--- src/rtl/resid_pkg.sv ---
package resid_pkg;

  // Linear ramp estimate in units of 2^-frac LSB: (2k-n)/n, rounded half away from zero.
  function automatic int avg_est(input int n, input int k, input int frac);
    int num;
    num = (2 * k - n) * (1 << frac);
    if (num >= 0) return (num + n / 2) / n;
    return -((-num + n / 2) / n);
  endfunction

  function automatic int width_for(input int count);
    return (count <= 1) ? 1 : $clog2(count);
  endfunction

endpackage

--- src/rtl/rse_est_table.sv ---
module rse_est_table #(
  parameter int N     = 17,
  parameter int NTAB  = 3,
  parameter int EST_W = 8,
  parameter int FRAC  = 4,
  parameter int CNT_W = 5,
  parameter int SEL_W = 2
) (
  input  logic                    clk,
  input  logic                    rst_n,
  input  logic                    wr_en,
  input  logic [SEL_W-1:0]        wr_sel,
  input  logic [CNT_W-1:0]        wr_idx,
  input  logic signed [EST_W-1:0] wr_val,
  input  logic [CNT_W-1:0]        rd_idx,
  input  logic [SEL_W-1:0]        rd_sel,
  output logic signed [EST_W-1:0] rd_est,
  output logic                    wr_commit
);
  import resid_pkg::*;

  localparam logic [CNT_W-1:0] K_MAX    = CNT_W'(N);
  localparam logic [SEL_W-1:0] SEL_LAST = SEL_W'(NTAB - 1);

  logic signed [EST_W-1:0] tab_out [0:NTAB-1];

  assign wr_commit = wr_en && (wr_idx <= K_MAX) && (wr_sel <= SEL_LAST);

  genvar t;
  generate
    for (t = 0; t < NTAB; t++) begin : g_tab
      logic signed [EST_W-1:0] ent [0:N];
      logic                    hit;

      assign hit = wr_commit && (wr_sel == SEL_W'(t));

      always_ff @(posedge clk) begin
        if (!rst_n) begin
          for (int j = 0; j <= N; j++) ent[j] <= EST_W'(avg_est(N, j, FRAC));
        end else if (hit) begin
          ent[wr_idx] <= wr_val;
        end
      end

      assign tab_out[t] = ent[rd_idx];
    end
  endgenerate

  assign rd_est = tab_out[rd_sel];

endmodule

--- src/rtl/rse_subtract.sv ---
module rse_subtract #(
  parameter int CODE_W = 11,
  parameter int FRAC   = 4,
  parameter int EST_W  = 8,
  parameter int OUT_W  = 17
) (
  input  logic [CODE_W-1:0]       code,
  input  logic signed [EST_W-1:0] est,
  output logic signed [OUT_W-1:0] diff
);
  logic signed [OUT_W-1:0] code_fx;
  logic signed [OUT_W-1:0] est_x;

  always_comb begin
    code_fx = $signed(OUT_W'({code, {FRAC{1'b0}}}));
    est_x   = OUT_W'(est);
    diff    = code_fx - est_x;
  end

endmodule

--- src/rtl/resid_corrector.sv ---
module resid_corrector #(
  parameter int N      = 17,
  parameter int NTAB   = 3,
  parameter int CODE_W = 11,
  parameter int FRAC   = 4,
  parameter int EST_W  = 8,
  parameter int CNT_W  = resid_pkg::width_for(N + 1),
  parameter int SEL_W  = resid_pkg::width_for(NTAB),
  parameter int OUT_W  = CODE_W + FRAC + 2
) (
  input  logic                    clk,
  input  logic                    rst_n,
  input  logic                    in_valid,
  input  logic [CODE_W-1:0]       in_code,
  input  logic [CNT_W-1:0]        in_count,
  input  logic [SEL_W-1:0]        in_sel,
  input  logic                    wr_en,
  input  logic [SEL_W-1:0]        wr_sel,
  input  logic [CNT_W-1:0]        wr_idx,
  input  logic signed [EST_W-1:0] wr_val,
  output logic                    out_valid,
  output logic signed [OUT_W-1:0] out_data
);
  localparam logic [CNT_W-1:0] K_MAX    = CNT_W'(N);
  localparam logic [SEL_W-1:0] SEL_LAST = SEL_W'(NTAB - 1);

  // Named internal events, visible to the bound checker.
  logic [CNT_W-1:0]        k_eff;
  logic [SEL_W-1:0]        sel_pick;
  logic signed [EST_W-1:0] est_pick;
  logic signed [OUT_W-1:0] corr_next;
  logic                    wr_commit;

  assign k_eff    = (in_count > K_MAX) ? K_MAX : in_count;
  assign sel_pick = (in_sel > SEL_LAST) ? '0 : in_sel;

  rse_est_table #(
    .N(N), .NTAB(NTAB), .EST_W(EST_W), .FRAC(FRAC), .CNT_W(CNT_W), .SEL_W(SEL_W)
  ) u_table (
    .clk      (clk),
    .rst_n    (rst_n),
    .wr_en    (wr_en),
    .wr_sel   (wr_sel),
    .wr_idx   (wr_idx),
    .wr_val   (wr_val),
    .rd_idx   (k_eff),
    .rd_sel   (sel_pick),
    .rd_est   (est_pick),
    .wr_commit(wr_commit)
  );

  rse_subtract #(
    .CODE_W(CODE_W), .FRAC(FRAC), .EST_W(EST_W), .OUT_W(OUT_W)
  ) u_sub (
    .code(in_code),
    .est (est_pick),
    .diff(corr_next)
  );

  always_ff @(posedge clk) begin
    if (!rst_n) begin
      out_valid <= 1'b0;
      out_data  <= '0;
    end else begin
      out_valid <= in_valid;
      if (in_valid) out_data <= corr_next;
    end
  end

endmodule

--- config.mk ---
export PLATFORM = sky130hd
export DESIGN_NAME = resid_corrector
export DESIGN_NICKNAME = d
export VERILOG_FILES = /design/src/rtl/resid_pkg.sv /design/src/rtl/rse_est_table.sv /design/src/rtl/rse_subtract.sv /design/src/rtl/resid_corrector.sv
export SDC_FILE = /design/constraint.sdc
export NUM_CORES = 1
export LEC_CHECK = 0
export BUFFER_PORTS_ARGS = -buffer_cell sky130_fd_sc_hd__buf_2
export CORE_MARGIN = 2
export CORE_UTILIZATION = 35
export DETAILED_ROUTE_END_ITERATION = 10
export PLACE_DENSITY = 0.54
export SLEW_MARGIN = 20
export SYNTH_ARGS = -nofsm -noshare
export SYNTH_HDL_FRONTEND = slang
export SYNTH_SLANG_ARGS = --single-unit
--- constraint.sdc ---
create_clock -name clk -period 14.1 [get_ports clk]
set_clock_uncertainty 0.1 [all_clocks]
set_input_delay 2.115 -clock clk [delete_from_list [all_inputs] [get_ports clk]]
set_output_delay 2.115 -clock clk [all_outputs]
set_load 0.01 [all_outputs]
* Word-level counts from Yosys, hierarchy flattened
Memory sizes are Yosys's and may differ from the RTL's.
Cells that the tools add are included.
** Cells by class
- Divide/modulo/power cells :: 0
- Multipliers :: 0
- Eq/ne operators :: 2
- Shift operators :: 0
- Bitwise operators :: 1
- Add/sub/neg operators :: 1
- Reduce and logical (&&, ||, !) cells :: 9
- Order comparisons :: 5
- Multiplexer cells :: 42
** Operators with widths (number)
- 8-bit 2-to-1 mux :: 14
- 5-bit 2-to-1 mux :: 5
- 8-bit OR reduction :: 3
- 1-bit 2-to-1 mux :: 18
- 16-bit by 8-bit subtractor with 17-bit output :: 1
- 8-bit binary-select mux with 2-bit select :: 1
- 2-bit 2-to-1 mux :: 3
- 5-bit greater-than comparator, second input constant :: 1
- 5-bit less-or-equal comparator, second input constant :: 1
- 1-bit logical AND :: 5
- 3-bit >= comparator, second input constant :: 1
- 3-bit 2-to-1 mux :: 1
- 2-bit inverter with 3-bit output :: 1
- 2-bit by 1-bit == test with 1-bit output, second input constant :: 1
- 2-bit == test, second input constant :: 1
- 2-bit greater-than comparator, second input constant :: 1
- 2-bit less-or-equal comparator, second input constant :: 1
- 2-bit zero test :: 1
** Storage, ports and cells
- Output and inout bits :: 18
- Bits in read-only memories :: 0
- Memory bits (writable) :: 432
- Memories kept :: 3
- Register bits :: 18
- Bits in latches :: 0
- Word-level logic and storage cells :: 65
** Memories
- u_table.g_tab[0].ent :: words 18, bits a word 8, read ports 1, clocked after memory_dff 0, write ports 18, RTL line rse_est_table.sv:32 : logic signed [EST_W-1:0] ent [0:N];
- u_table.g_tab[1].ent :: words 18, bits a word 8, read ports 1, clocked after memory_dff 0, write ports 18, RTL line rse_est_table.sv:32
- u_table.g_tab[2].ent :: words 18, bits a word 8, read ports 1, clocked after memory_dff 0, write ports 18, RTL line rse_est_table.sv:32

* Logic depth before layout (Yosys ltp)
- Word-level depth :: 9
- Gate-level depth with buffers :: 22

* Modules after synthesis
Synthesis repeated with hierarchy kept, for this count alone.
** Second synthesis, totals
- Cells, all modules :: 2112
- Area total of the unflattened synthesis :: 33611.0 sq um
** By module, submodules not included
- rse_est_table :: instances 1, area each 32164.6 sq um, sequential area each 23062.1 sq um, cells each 1952
- resid_corrector :: instances 1, area each 728.2 sq um, sequential area each 360.3 sq um, cells each 65
- rse_subtract :: instances 1, area each 718.2 sq um, sequential area each 0.0 sq um, cells each 95

* Worst setup path before layout
Ideal clock, no wire load.
- Path kind :: input-to-reg
- Start point :: input port in_count[2]
- End point :: register out_data[12]
- Arrival :: 6060 ps
- Setup slack :: 7861 ps
- Stages on the path :: 21
- Buffers on the path :: 7
- Cell sequence :: buf_6 -> nor2b_1 -> buf_2 -> buf_4 -> buf_2 -> buf_2 -> buf_2 -> buf_1 -> mux4_2 -> a21oi_1 -> nor2_1 -> a211oi_1 -> a31oi_1 -> a21oi_1 -> ha_1 -> o21ai_0 -> a211oi_2 -> a41o_1 -> o21ai_0 -> a221o_1 -> o211ai_1
** Between the ends
- Cells in the longest elaborated chain, start to end :: 7
** Ends and longest elaborated chain
- from (decl) :: RTL line resid_corrector.sv:15 : input logic [CNT_W-1:0] in_count,
- 5-bit greater-than comparator :: RTL line resid_corrector.sv:34 : assign k_eff = (in_count > K_MAX) ? K_MAX : in_count;
- 5-bit 2-to-1 mux * :: RTL line resid_corrector.sv:34
- memory 18 x 8 bit
- 8-bit binary-select mux with 2-bit select * :: RTL line rse_est_table.sv:49 : assign rd_est = tab_out[rd_sel];
- 8-bit 2-to-1 mux (implied by the code) * (2 in a row) :: RTL line rse_est_table.sv:49
- 16-bit by 8-bit subtractor with 17-bit output * :: RTL line rse_subtract.sv:17 : diff = code_fx - est_x;
- to (signal assigned) :: RTL line resid_corrector.sv:66 : if (in_valid) out_data <= corr_next;
- to (decl) :: RTL line resid_corrector.sv:22 : output logic signed [OUT_W-1:0] out_data
Mark *: on every way between the ends. The rest lies on a longest branch, timed or not. The select of a mux whose other input is x is not followed.
A chain may end at the register's enable or synchronous reset.

* Final worst setup path
Ends and elaborated chain as after synthesis.

==> metrics.txt <==
Root Driver=clkbuf_16; max cap viols=0; H-tree depth=2; most frequent cell after synthesis=edfxtp_1; max_slew headroom=22.6%; synth cell count leaders=edfxtp_1, nand2_1, nor2_1, clkbuf_1, mux2i_1; fmax=approximately 130 MHz; Power Density=133 mW/mm^2; Synth Warn #=0; worst hold slack=0.375 ns; biggest area consumer among synthesized cells=edfxtp_1; Syn-to-layout area delta=12.4%; RSZ-0062 raised after global routing=false; area share of fa/ha/maj cells after synthesis=0.278%; area of the core=between 0.06 and 0.07 mm^2; Static Leak=8.45 nW; area of the multi-input gates=~0.008 mm^2; Worst Setup Start Kind=input port; Inst Count DP=2,769; post-synthesis xor/xnor area fraction=less than 1%; Reg-to-Reg Start=u_table.g_tab[1].ent[14][4]$_SDFFCE_PN0P_; compound-cell area share of the yosys netlist=under 10%; Cell Area, Synth=0.0225 mm^2; first-pass GRT wire length=113 mm; Final period util=between 50% and 60%; P_int=~2.5 mW; worst setup path class=input port to register; Synth Area per Inst=11.7 um^2; CTS Buf Count=about 50; Sw Ratio=24.5%; final setup margin=~6.6 ns; Post-CTS Hold Fix Bufs=0; area of the die=0.0664 mm^2; share of cells above drive strength 1=12.6%; cell area after layout=0.0253 mm^2; # rows=93; gr ovfl total=0; CTS clk-pin slew, worst paths=0.06 ns; Reg area=0.0141 mm^2; Flop pwr share=49.0%; clock buffer depth=3; largest family of logic cells by synthesized area=simple AND/OR/NAND/NOR gates; Post-CTS Setup Bufs=0; Req. time, crit path=14.53 ns; final wirelength=77.3 mm; Via Count=16,500; CP Launch Point=in_count[2]; Synth Area in Simple Gates=16.3%; Critical Path End=out_data[12]$_SDFFE_PN0P_; Die W=258 um; CTS tree=done; Die H=258 um; Worst R2R Path Depth=14; top_reg_cell synth=edfxtp_1; Setup TNS Final=0 ns; DP Area=between 0.02 and 0.025 mm^2; Critical Path AT=7.92 ns; sequential area share after synthesis=62.6%; final setup violating endpoints=0; DR iter-0 viols=2,152; DR WL/cell=27.0 um; fin cells=2,859; max-slew violations=0; P_sw=0.825 mW; endpoints failing hold=0; part of the power in combinational logic=9.9%; Initial Utilization=35.2%; CTS resizes=0; Synth async-reset ratio=0%; largest net degree at the start of global routing=slightly below 60; R2R Path End=out_data[12]$_SDFFE_PN0P_; Pre-antenna DRT Iters=5; fin crit period=7.49 ns; r2r setup slk=9.97 ns; Worst Max-Slew Pin Slew=1.16 ns; Max FO, Critical Path=58; clk_lat worst skew=0.61 ns; GR Util All Layers=23.1%; remaining antenna violation count after routing=0; Place WS=between 6 and 7 ns; # clock sinks=about 480; Critical Path End Type=register; peak supply drop=~87 uV; EDFF count, synth=458; Antenna Cells=0; antenna violations before repair=2; via density per instance=a little under 6; # IOs=55; post-synthesis mux area share=8.26%; synthesis-stage register bit count=approximately 480; Fill cells=about 6,000; # nets final=2,009; largest cells by area after synthesis=edfxtp_1, nand2_1, nor2_1, mux4_2, mux2i_1; vias in the first global route=16,400; count of input and output buffers=between 50 and 60; clock share of power=41.1%; residual DRC count=0; hold crit path type=register to register; status=completed; dpl hpwl=52.8 mm; Synth top area share=around three fifths; cells after synthesis=1,934; Distinct cells, synth=83; final RePlAce weighted congestion=0.923
critical path, stage by stage:
cell and delay [ns]:
buf_2 0.08, buf_4 0.31, buf_4 0.58, nor2b_4 0.25, buf_4 0.35, buf_4 0.80
mux4_2 0.41, mux4_2 0.51, a211oi_1 0.51, nor3_1 0.09, a21oi_1 0.18, ha_1 0.18
o21ai_0 0.10, a211oi_2 0.37, a41o_1 0.39, o21ai_0 0.16, a221o_1 0.40, o211ai_1 0.08
flip-flops by register name, indices dropped and copies added (netlist names):
register           flops
out_valid              1
u_table.g_tab.ent    458
out_data              17
cell type report:
cell class,instances,share of cell area [%]
Tap cell,855,4.22
Inverter,38,0.563
Clock buffer,62,5.37
Multi-Input combinational cell,1312,30.8
Clock inverter,28,1.24
Sequential cell,476,55.7
Timing Repair Buffer,88,2.09
through the flow:
step                      util, %  power, mW
final                        39.6       3.36
after global routing         39.6       3.46
after CTS                    39.6       3.37
after detailed placement     37.0       2.01
after floorplan                 -       1.87
after global placement       37.0       2.00
how the worst min path moves through the flow:
stage / from / to / slack [ns] / cells after the start
after floorplan: out_data[13]$_SDFFE_PN0P_ / out_data[13]$_SDFFE_PN0P_ / 0.39 / 2
after global placement: out_data[13]$_SDFFE_PN0P_ / out_data[13]$_SDFFE_PN0P_ / 0.36 / 2
after detailed placement: out_data[13]$_SDFFE_PN0P_ / out_data[13]$_SDFFE_PN0P_ / 0.36 / 2
after CTS: out_data[13]$_SDFFE_PN0P_ / out_data[13]$_SDFFE_PN0P_ / 0.37 / 2
after global routing: out_data[13]$_SDFFE_PN0P_ / out_data[13]$_SDFFE_PN0P_ / 0.39 / 2
final: out_data[13]$_SDFFE_PN0P_ / out_data[13]$_SDFFE_PN0P_ / 0.37 / 2
layer usage:
metal / routed length, um / track usage (%) / up-vias
li1: - / - / 7127
met1: 31900 / 31.7 / 8266
met2: 34500 / 35.6 / 940
met3: 7400 / 5.10 / 200
met4: 3470 / 9.39 / 4
met5: 19 / 0 / -
logic make-up (layout without fill, tap and decap cells):
family,count (synthesis),count (layout)
AND/OR/NAND/NOR,876,876
multiplexers,124,124
AO/OA/AOI/OAI,274,274
buffers and inverters,171,216
adder cells (fa/ha/maj),5,5
flip-flops,476,476
XOR/XNOR,7,7
other,1,26
power by group through the flow:
stage	Combinational, mW	Sequential, mW	Clock (mW)
2_1_floorplan	0.206	1.67	0
3_3_place_gp	0.325	1.68	0
3_5_place_dp	0.327	1.68	0
4_1_cts	0.328	1.65	1.40
5_1_grt	0.351	1.66	1.45
6_report	0.333	1.65	1.38
cells in the final DEF (no fill, tap or decap), types with 7 or more instances in the layout:
cell type,netlist,final
edfxtp_1,458,458
nand2_1,399,399
nor2_1,312,310
mux2i_1,61,61
clkbuf_16,0,53
buf_2,29,53
o21ai_0,50,48
mux4_2,48,48
a21oi_1,36,36
inv_1,35,35
buf_4,9,35
nand3_1,31,31
a221oi_1,28,28
nor3_1,28,28
conb_1,1,26
a211oi_1,22,22
dfxtp_1,18,18
nand2b_1,17,17
nor2b_1,18,16
o22ai_1,15,15
mux2_2,15,15
or3_1,12,12
clkinv_1,1,11
a31oi_1,10,10
o211ai_1,9,9
clkbuf_1,81,9
o221ai_1,8,8
nor4_1,8,8
nand4_1,8,8
and3_1,8,8
and2_1,8,8
clkinv_2,0,8
o21a_1,7,7
a311oi_1,7,7
bufinv_16,0,7
No activity file was read; power rests on OpenSTA's default activity.
